<file path="config.mk">
export PLATFORM = sky130hd
export DESIGN_NAME = gpio_bank_irq
export DESIGN_NICKNAME = d
export VERILOG_FILES = /design/src/rtl/gpio_bank_pkg.sv /design/src/rtl/gpio_sync.sv /design/src/rtl/gpio_detect.sv /design/src/rtl/gpio_regs.sv /design/src/rtl/gpio_bank_irq.sv
export SDC_FILE = /design/constraint.sdc
export NUM_CORES = 1
export LEC_CHECK = 0
export ABC_AREA = 1
export BUFFER_PORTS_ARGS = -buffer_cell sky130_fd_sc_hd__buf_2
export CAP_MARGIN = 15
export CORE_UTILIZATION = 45
export DETAILED_ROUTE_END_ITERATION = 6
export HOLD_SLACK_MARGIN = 0.1
export SYNTH_ARGS = -nofsm -noshare
export SYNTH_HDL_FRONTEND = slang
export SYNTH_HIERARCHICAL = 1
export SYNTH_SLANG_ARGS = --single-unit
</file>
<file path="constraint.sdc">
create_clock -name clk -period 1.69 [get_ports clk]
set_clock_uncertainty 0.2 [all_clocks]
set_input_delay 0.0845 -clock clk [delete_from_list [all_inputs] [get_ports clk]]
set_output_delay 0.0845 -clock clk [all_outputs]
set_load 0.02 [all_outputs]
</file>
<file path="src/rtl/gpio_bank_pkg.sv">
package gpio_bank_pkg;
  localparam int ADDR_W = 5;

  typedef enum logic [ADDR_W-1:0] {
    OFF_OUT  = 5'h00,
    OFF_OE   = 5'h04,
    OFF_IN   = 5'h08,
    OFF_MODE = 5'h0C,
    OFF_POL  = 5'h10,
    OFF_EN   = 5'h14,
    OFF_CLR  = 5'h18,
    OFF_STAT = 5'h1C
  } reg_off_e;
endpackage

</file>
<file path="src/rtl/gpio_sync.sv">
module gpio_sync #(
  parameter int W      = 32,
  parameter int STAGES = 2
) (
  input  logic         clk,
  input  logic         rst_n,
  input  logic [W-1:0] raw,
  output logic [W-1:0] synced
);
  logic [W-1:0] stage_q [STAGES];

  generate
    for (genvar s = 0; s < STAGES; s++) begin : g_stage
      always_ff @(posedge clk) begin
        if (!rst_n) stage_q[s] <= '0;
        else if (s == 0) stage_q[s] <= raw;
        else stage_q[s] <= stage_q[(s == 0) ? 0 : s-1];
      end
    end
  endgenerate

  assign synced = stage_q[STAGES-1];
endmodule

</file>
<file path="src/rtl/gpio_detect.sv">
module gpio_detect #(
  parameter int W = 32
) (
  input  logic         clk,
  input  logic         rst_n,
  input  logic [W-1:0] level,
  input  logic [W-1:0] edge_mode,
  input  logic [W-1:0] active_high,
  output logic [W-1:0] hit
);
  logic [W-1:0] last_q;

  always_ff @(posedge clk) begin
    if (!rst_n) last_q <= '0;
    else        last_q <= level;
  end

  generate
    for (genvar p = 0; p < W; p++) begin : g_pin
      logic rose, fell, lvl_hit, edg_hit;
      assign rose    = level[p] & ~last_q[p];
      assign fell    = ~level[p] & last_q[p];
      assign edg_hit = active_high[p] ? rose : fell;
      assign lvl_hit = active_high[p] ? level[p] : ~level[p];
      assign hit[p]  = edge_mode[p] ? edg_hit : lvl_hit;
    end
  endgenerate
endmodule

</file>
<file path="src/rtl/gpio_regs.sv">
module gpio_regs
  import gpio_bank_pkg::*;
#(
  parameter int W = 32
) (
  input  logic              clk,
  input  logic              rst_n,
  input  logic              bus_en,
  input  logic              bus_we,
  input  logic [ADDR_W-1:0] bus_addr,
  input  logic [W-1:0]      bus_wdata,
  output logic [W-1:0]      bus_rdata,
  input  logic [W-1:0]      in_level,
  input  logic [W-1:0]      hit,
  output logic [W-1:0]      out_q,
  output logic [W-1:0]      oe_q,
  output logic [W-1:0]      mode_q,
  output logic [W-1:0]      pol_q,
  output logic [W-1:0]      en_q,
  output logic [W-1:0]      status_q,
  output logic [W-1:0]      clr_mask
);
  logic wr, rd;
  assign wr = bus_en & bus_we;
  assign rd = bus_en & ~bus_we;

  assign clr_mask = (wr && bus_addr == OFF_CLR) ? bus_wdata : '0;

  always_ff @(posedge clk) begin
    if (!rst_n) begin
      out_q    <= '0;
      oe_q     <= '0;
      mode_q   <= '0;
      pol_q    <= '0;
      en_q     <= '0;
      status_q <= '0;
    end else begin
      if (wr && bus_addr == OFF_OUT)  out_q  <= bus_wdata;
      if (wr && bus_addr == OFF_OE)   oe_q   <= bus_wdata;
      if (wr && bus_addr == OFF_MODE) mode_q <= bus_wdata;
      if (wr && bus_addr == OFF_POL)  pol_q  <= bus_wdata;
      if (wr && bus_addr == OFF_EN)   en_q   <= bus_wdata;
      status_q <= (status_q & ~clr_mask) | hit;
    end
  end

  always_comb begin
    bus_rdata = '0;
    if (rd) begin
      case (bus_addr)
        OFF_OUT:  bus_rdata = out_q;
        OFF_OE:   bus_rdata = oe_q;
        OFF_IN:   bus_rdata = in_level;
        OFF_MODE: bus_rdata = mode_q;
        OFF_POL:  bus_rdata = pol_q;
        OFF_EN:   bus_rdata = en_q;
        OFF_STAT: bus_rdata = status_q;
        default:  bus_rdata = '0;
      endcase
    end
  end
endmodule

</file>
<file path="src/rtl/gpio_bank_irq.sv">
module gpio_bank_irq
  import gpio_bank_pkg::*;
#(
  parameter int W           = 32,
  parameter int SYNC_STAGES = 2
) (
  input  logic              clk,
  input  logic              rst_n,
  input  logic              bus_en,
  input  logic              bus_we,
  input  logic [ADDR_W-1:0] bus_addr,
  input  logic [W-1:0]      bus_wdata,
  output logic [W-1:0]      bus_rdata,
  input  logic [W-1:0]      pin_in,
  output logic [W-1:0]      pin_out,
  output logic [W-1:0]      pin_oe,
  output logic              irq
);
  logic [W-1:0] level, det;
  logic [W-1:0] mode_q, pol_q, en_q, status_q, clr_mask;

  gpio_sync #(.W(W), .STAGES(SYNC_STAGES)) u_sync (
    .clk(clk), .rst_n(rst_n), .raw(pin_in), .synced(level)
  );

  gpio_detect #(.W(W)) u_detect (
    .clk(clk), .rst_n(rst_n), .level(level),
    .edge_mode(mode_q), .active_high(pol_q), .hit(det)
  );

  gpio_regs #(.W(W)) u_regs (
    .clk(clk), .rst_n(rst_n),
    .bus_en(bus_en), .bus_we(bus_we), .bus_addr(bus_addr),
    .bus_wdata(bus_wdata), .bus_rdata(bus_rdata),
    .in_level(level), .hit(det),
    .out_q(pin_out), .oe_q(pin_oe), .mode_q(mode_q), .pol_q(pol_q),
    .en_q(en_q), .status_q(status_q), .clr_mask(clr_mask)
  );

  always_ff @(posedge clk) begin
    if (!rst_n) irq <= 1'b0;
    else        irq <= |(status_q & en_q);
  end
endmodule

</file>
## Word-level counts from Yosys, hierarchy flattened

Memories as Yosys holds them, arrays and structs flattened.
Cells that the tools add are included.

- Equal/unequal tests: 7
- Reduce and logical (&&, ||, !) cells: 8
- Mux-type cells: 103
- Bitwise logic cells: 137

Operator list:

| operator | number |
|---|---|
| one-hot mux 32 bit (7 select lines) | 1 |
| 2-to-1 mux 32 bit | 4 |
| 2-to-1 mux 1 bit | 98 |
| AND 1 bit | 66 |
| NOT 1 bit | 65 |
| AND 32 bit | 2 |
| NOT 32 bit | 1 |
| OR 32 bit | 1 |
| OR reduction 32 bit | 1 |
| == test 5 bit, second input constant | 4 |
| == test 5 x 4 -> 1 bit, second input constant | 2 |
| logical AND 1 bit | 6 |
| == test 5 x 3 -> 1 bit, second input constant | 1 |
| logical NOT 5 bit | 1 |
| OR 1 bit | 2 |

- Bits of input ports: 73
- Memories: 1
- Flip-flop bits (word level): 225
- RAM bits: 64

Memories:

| memory | words | width | read ports | clocked after Yosys merged registers in | wr ports | RTL line | RTL |
|---|---|---|---|---|---|---|---|
| u_sync.stage_q | 2 | 32 | 2 | 0 | 2 | gpio_sync.sv:10 | `logic [W-1:0] stage_q [STAGES];` |

## Depth between registers and ports, before layout

- Depth in word-level cells: 6
- Gate-level depth with buffers: 8
- Mapped depth without buffers: 7

## Hierarchy

Netlist, hierarchy kept.

Modules (own cells, without submodules):

| module | sequential area each (um^2) | times used | area an instance (um^2) | cells an instance |
|---|---|---|---|---|
| gpio_regs | 3843.7 | 1 | 8996.1 | 1295 |
| gpio_detect | 640.6 | 1 | 1995.7 | 387 |
| gpio_sync | 1281.2 | 1 | 1840.5 | 199 |
| gpio_bank_irq | 20.0 | 1 | 261.5 | 65 |

## Worst setup path before layout

No wires, ideal clock.

- Path type: input -> output
- Start point: in bus_addr[1]
- End point: out bus_rdata[10]
- Required time: 1.405 ns
- Path slack: 0.058 ns
- Stages: 8
- Path buffers: 3
- Data arrival time: 1.348 ns
- Cells stage by stage: nor2_1 -> buf_2 -> buf_2 -> buf_4 -> nand4_1 -> nand2_1 -> nor2_1 -> a21oi_1

- Word-level cells in the longest chain between the ends: 3
- Elaborated cells on any way between the ends: 9

RTL lines:

| item | RTL line | RTL |
|---|---|---|
| from (decl) | gpio_bank_irq.sv:11 | `input logic [ADDR_W-1:0] bus_addr,` |
| == test 5 bit, or another cell as far along | gpio_regs.sv:50 | `case (bus_addr)` |
| one-hot mux 32 bit (7 select lines) (*) | gpio_regs.sv:50 |  |
| 2-to-1 mux 32 bit (*) | gpio_regs.sv:49 | `if (rd) begin` |
| to (decl) | gpio_bank_irq.sv:13 | `output logic [W-1:0] bus_rdata,` |

Every way passes the cells marked *; elsewhere a longest branch is shown, timed or not.

## Final worst setup path

- Start point: reg u_regs.oe_q[31]
- End point: out bus_rdata[31]

- Word-level cells in the longest chain between the ends: 2

RTL lines:

| item | RTL line | RTL |
|---|---|---|
| from (decl) | gpio_regs.sv:16 | `output logic [W-1:0] oe_q,` |
| from (signal assigned) | gpio_regs.sv:39 | `if (wr && bus_addr == OFF_OE) oe_q <= bus_wdata;` |
| one-hot mux 32 bit (7 select lines) | gpio_regs.sv:50 |  |
| 2-to-1 mux 32 bit | gpio_regs.sv:49 |  |

Every way passes these cells.

==> Implementation_results.wiki <==
{| class="wikitable"
! Metric !! Value
|-
| Status || complete, but fails checks
|-
| Violations in the final reports || negative setup slack
|-
| Buffers on Ports || 169
|-
| Detail Route Antenna Nets || 0
|-
| Buffer levels on the longest clock path || 3
|-
| Via count of the first global-routing pass || 13128
|-
| Slowest stage delay, CP || 350 ps
|-
| Die W || 172 µm
|-
| Startpoint-to-endpoint class of the critical path || flop to primary output
|-
| Number of antenna violations at the first check in global routing || 0
|-
| Global-route wire length before repair || 67600 µm
|-
| Number of remaining DRC errors || 0
|-
| Required arrival time at the worst endpoint || 1410 ps
|-
| CP cell instances || nand4_1 > nand2_1 > nor2_1 > a21oi_2 > buf_4
|-
| Count of endpoints failing hold in the final timing report || 0
|-
| Critical path launch point type || flop
|-
| Total power density per cell area || 846 mW/mm²
|-
| Number of stages on the worst hold path || 7
|-
| Die area || 0.0295 mm²
|-
| CP endpoint kind || primary output
|-
| Unrepaired setup endpoints after global routing || true
|-
| Total core area || 0.0281 mm²
|-
| Worst min-delay path endpoint || u_regs/status_q[5]$_SDFF_PN0_
|-
| HPWL Detailed || 25700 µm
|-
| Nets@finish || 2396
|-
| Post-layout utilization of the core || 66.3%
|-
| Setup slack on the worst flop-to-flop path || 200 ps
|-
| Min-delay worst type || input port to flop
|-
| Fraction of power consumed by the clock network || 45.4%
|-
| Clock input transition at the sequential cells of the worst setup and hold paths || 60 ps
|-
| Max frequency || 557 MHz
|-
| P&R area growth vs syn || 43.6%
|-
| Reg2Reg Capture Point || irq$_SDFF_PN0_
|-
| Maximum number of pins on one net before global-route repair || 83
|-
| I/O pin cnt || 170
|-
| Post-Route WL || 44100 µm
|-
| Worst reg-to-reg path cell count || 7
|-
| Total number of yosys warnings || 6
|-
| Y dimension of the die || 172 µm
|-
| Rows || 61
|-
| Placed Instances || 2410
|-
| Post-detailed-route wirelength per cell || 16.2 µm
|-
| Relative max-transition margin || 73.9%
|-
| Final Instance Count excl. Fillers || 2726
|-
| Crit path setup slack, layout || -105 ps
|-
| Number of levels in the clock H-tree || 1
|-
| Diode count || 0
|-
| Synthesized area divided by synthesized cell count || 6.78 µm²
|-
| Share of post-route cells with drive strength above 1 || 28.3%
|-
| DR vias || 14090
|-
| Cell area after placement || 0.0146 mm²
|-
| Setup violation total in the final timing report || 29
|-
| Sw Pwr || 3760 µW
|-
| 1st-pass router iterations || 5
|-
| Largest driver fanout on the critical path || 2
|-
| Congestion Overflow GR || 0
|-
| Via density per instance || 5.17
|-
| DR iter-0 viols || 1176
|-
| Cell Area, Synth || 0.0130 mm²
|-
| Final design instance area without fill || 0.0186 mm²
|-
| Cell at the root of the clock tree || sky130_fd_sc_hd__clkbuf_16
|-
| Total global-route track usage || 28.8%
|-
| Cts bufs inserted || 31
|-
| Number of instances in the synthesized netlist || 1911
|-
| TritonCTS sink count || 289
|-
| Worst IR drop on VDD || 0.000809 V
|-
| Net count of the mapped netlist || 1984
|-
| Clock tree from TritonCTS || done
|-
| Routability congestion estimate from global placement || 0.853
|-
| Ratio of final minimum period to clock period || 106%
|-
| Max-cap violations || 0
|-
| Worst slack at placement || -81.8 ps
|-
| Transition time of the tightest slew-check pin || 391 ps
|-
| Initial cell density of the core || 46.2%
|-
| Cell with the largest stage delay on the worst path || sky130_fd_sc_hd__dfxtp_4
|-
| Switching part of the total power || 23.9%
|-
| R2r startpoint || u_regs/status_q[10]$_SDFF_PN0_
|-
| Source of the worst hold timing path || bus_en
|-
| Combinational share of power || 9.6%
|-
| Slew Limit Fails || 0
|-
| Clock latency reported for the late side of the worst-skew pair || 570 ps
|-
| Internal power contribution || 12000 µW
|-
| Share of total power in sequential cells || 45.0%
|-
| Data arrival time of the critical path || 1510 ps
|-
| Static leakage || 0.00948 µW
|-
| Tmin final || 1790 ps
|}
==> critical path, delay by kind of cell (launching register included) <==
family,cells,cell delay [ps]
flip-flops,1,350
AND/OR/NAND/NOR,3,210
AO/OA/AOI/OAI,1,210
buffers and inverters,1,180
==> cell type report <==
type / instances / area (µm²)
Clock buffer: 46 / 912
Clock inverter: 12 / 164
Fill cell: 2427 / 9480
Inverter: 266 / 1000
Multi-Input combinational cell: 1233 / 5750
Sequential cell: 289 / 6030
Tap cell: 378 / 473
Timing Repair Buffer: 502 / 4280
==> state kept, by name, summed over array words and instances, names as in the netlist <==
register	cells
irq	1
u_detect/last_q	32
u_regs/en_q	32
u_regs/mode_q	32
u_regs/oe_q	32
u_regs/out_q	32
u_regs/pol_q	32
u_regs/status_q	32
u_sync/stage_q	64
==> cell usage in the layout, fill, tap and decap left out, drive strengths merged <==
cell type     instances
a21oi               193
buf                 380
bufinv                4
clkbuf               51
clkinv                8
dfxtp               289
dlygate4sd3         116
dlymetal6s4s          1
inv                 266
nand2               474
nand3                 2
nand4               162
nor2                207
nor3                  3
o21ai               192
==> metrics by stage <==
stage	hold slack, ps	power (µW)	TNS [ps]
6_report	133	15700	-1030
5_1_grt	160	16300	-3250
4_1_cts	102	15800	-2350
3_5_place_dp	69.0	8310	-2170
3_3_place_gp	64.9	8300	-1060
2_1_floorplan	-17.9	7830	0
==> what timing repair did <==
item / CTS / global route
endpoints found under the hold margin: 289 / 0
setup endpoints to repair: 32 / 79
pin swaps: 97 / 49
gates cloned: 0 / 5
hold buffers: 146 / 0
resized for setup: 210 / 71
setup buffers: 117 / 19
==> how the worst max path moves through the flow <==
stage | startpoint | end | slack, ps | cells past startpoint
finish | u_regs/oe_q[31]$_SDFFE_PN0P_ | bus_rdata[31] | -100 | 5
global route | u_sync/stage_q[1][31]$_SDFF_PN0_ | bus_rdata[31] | -170 | 5
CTS | u_sync/stage_q[1][31]$_SDFF_PN0_ | bus_rdata[31] | -110 | 5
detailed placement | bus_addr[1] | bus_rdata[8] | -80 | 10
global placement | bus_addr[2] | bus_rdata[20] | -60 | 9
floorplan | bus_addr[1] | bus_rdata[10] | 60 | 8
==> layer usage <==
metal	vias up	global-route usage [%]	routed length [µm]
li1	6959	-	-
met1	6548	37.4	19100
met2	503	50.1	21200
met3	80	3.50	2620
met4	0	8.04	1120
met5	-	0	0
==> power groups by stage <==
stage	clock, µW	sequential [µW]	combinational [µW]
after global placement	0	7250	1050
after floorplan	0	7230	592
after CTS	7280	7090	1430
after detailed placement	0	7250	1060
after global routing	7580	7100	1630
final	7150	7090	1500
Note: power is estimated with default switching activity, not from simulation.
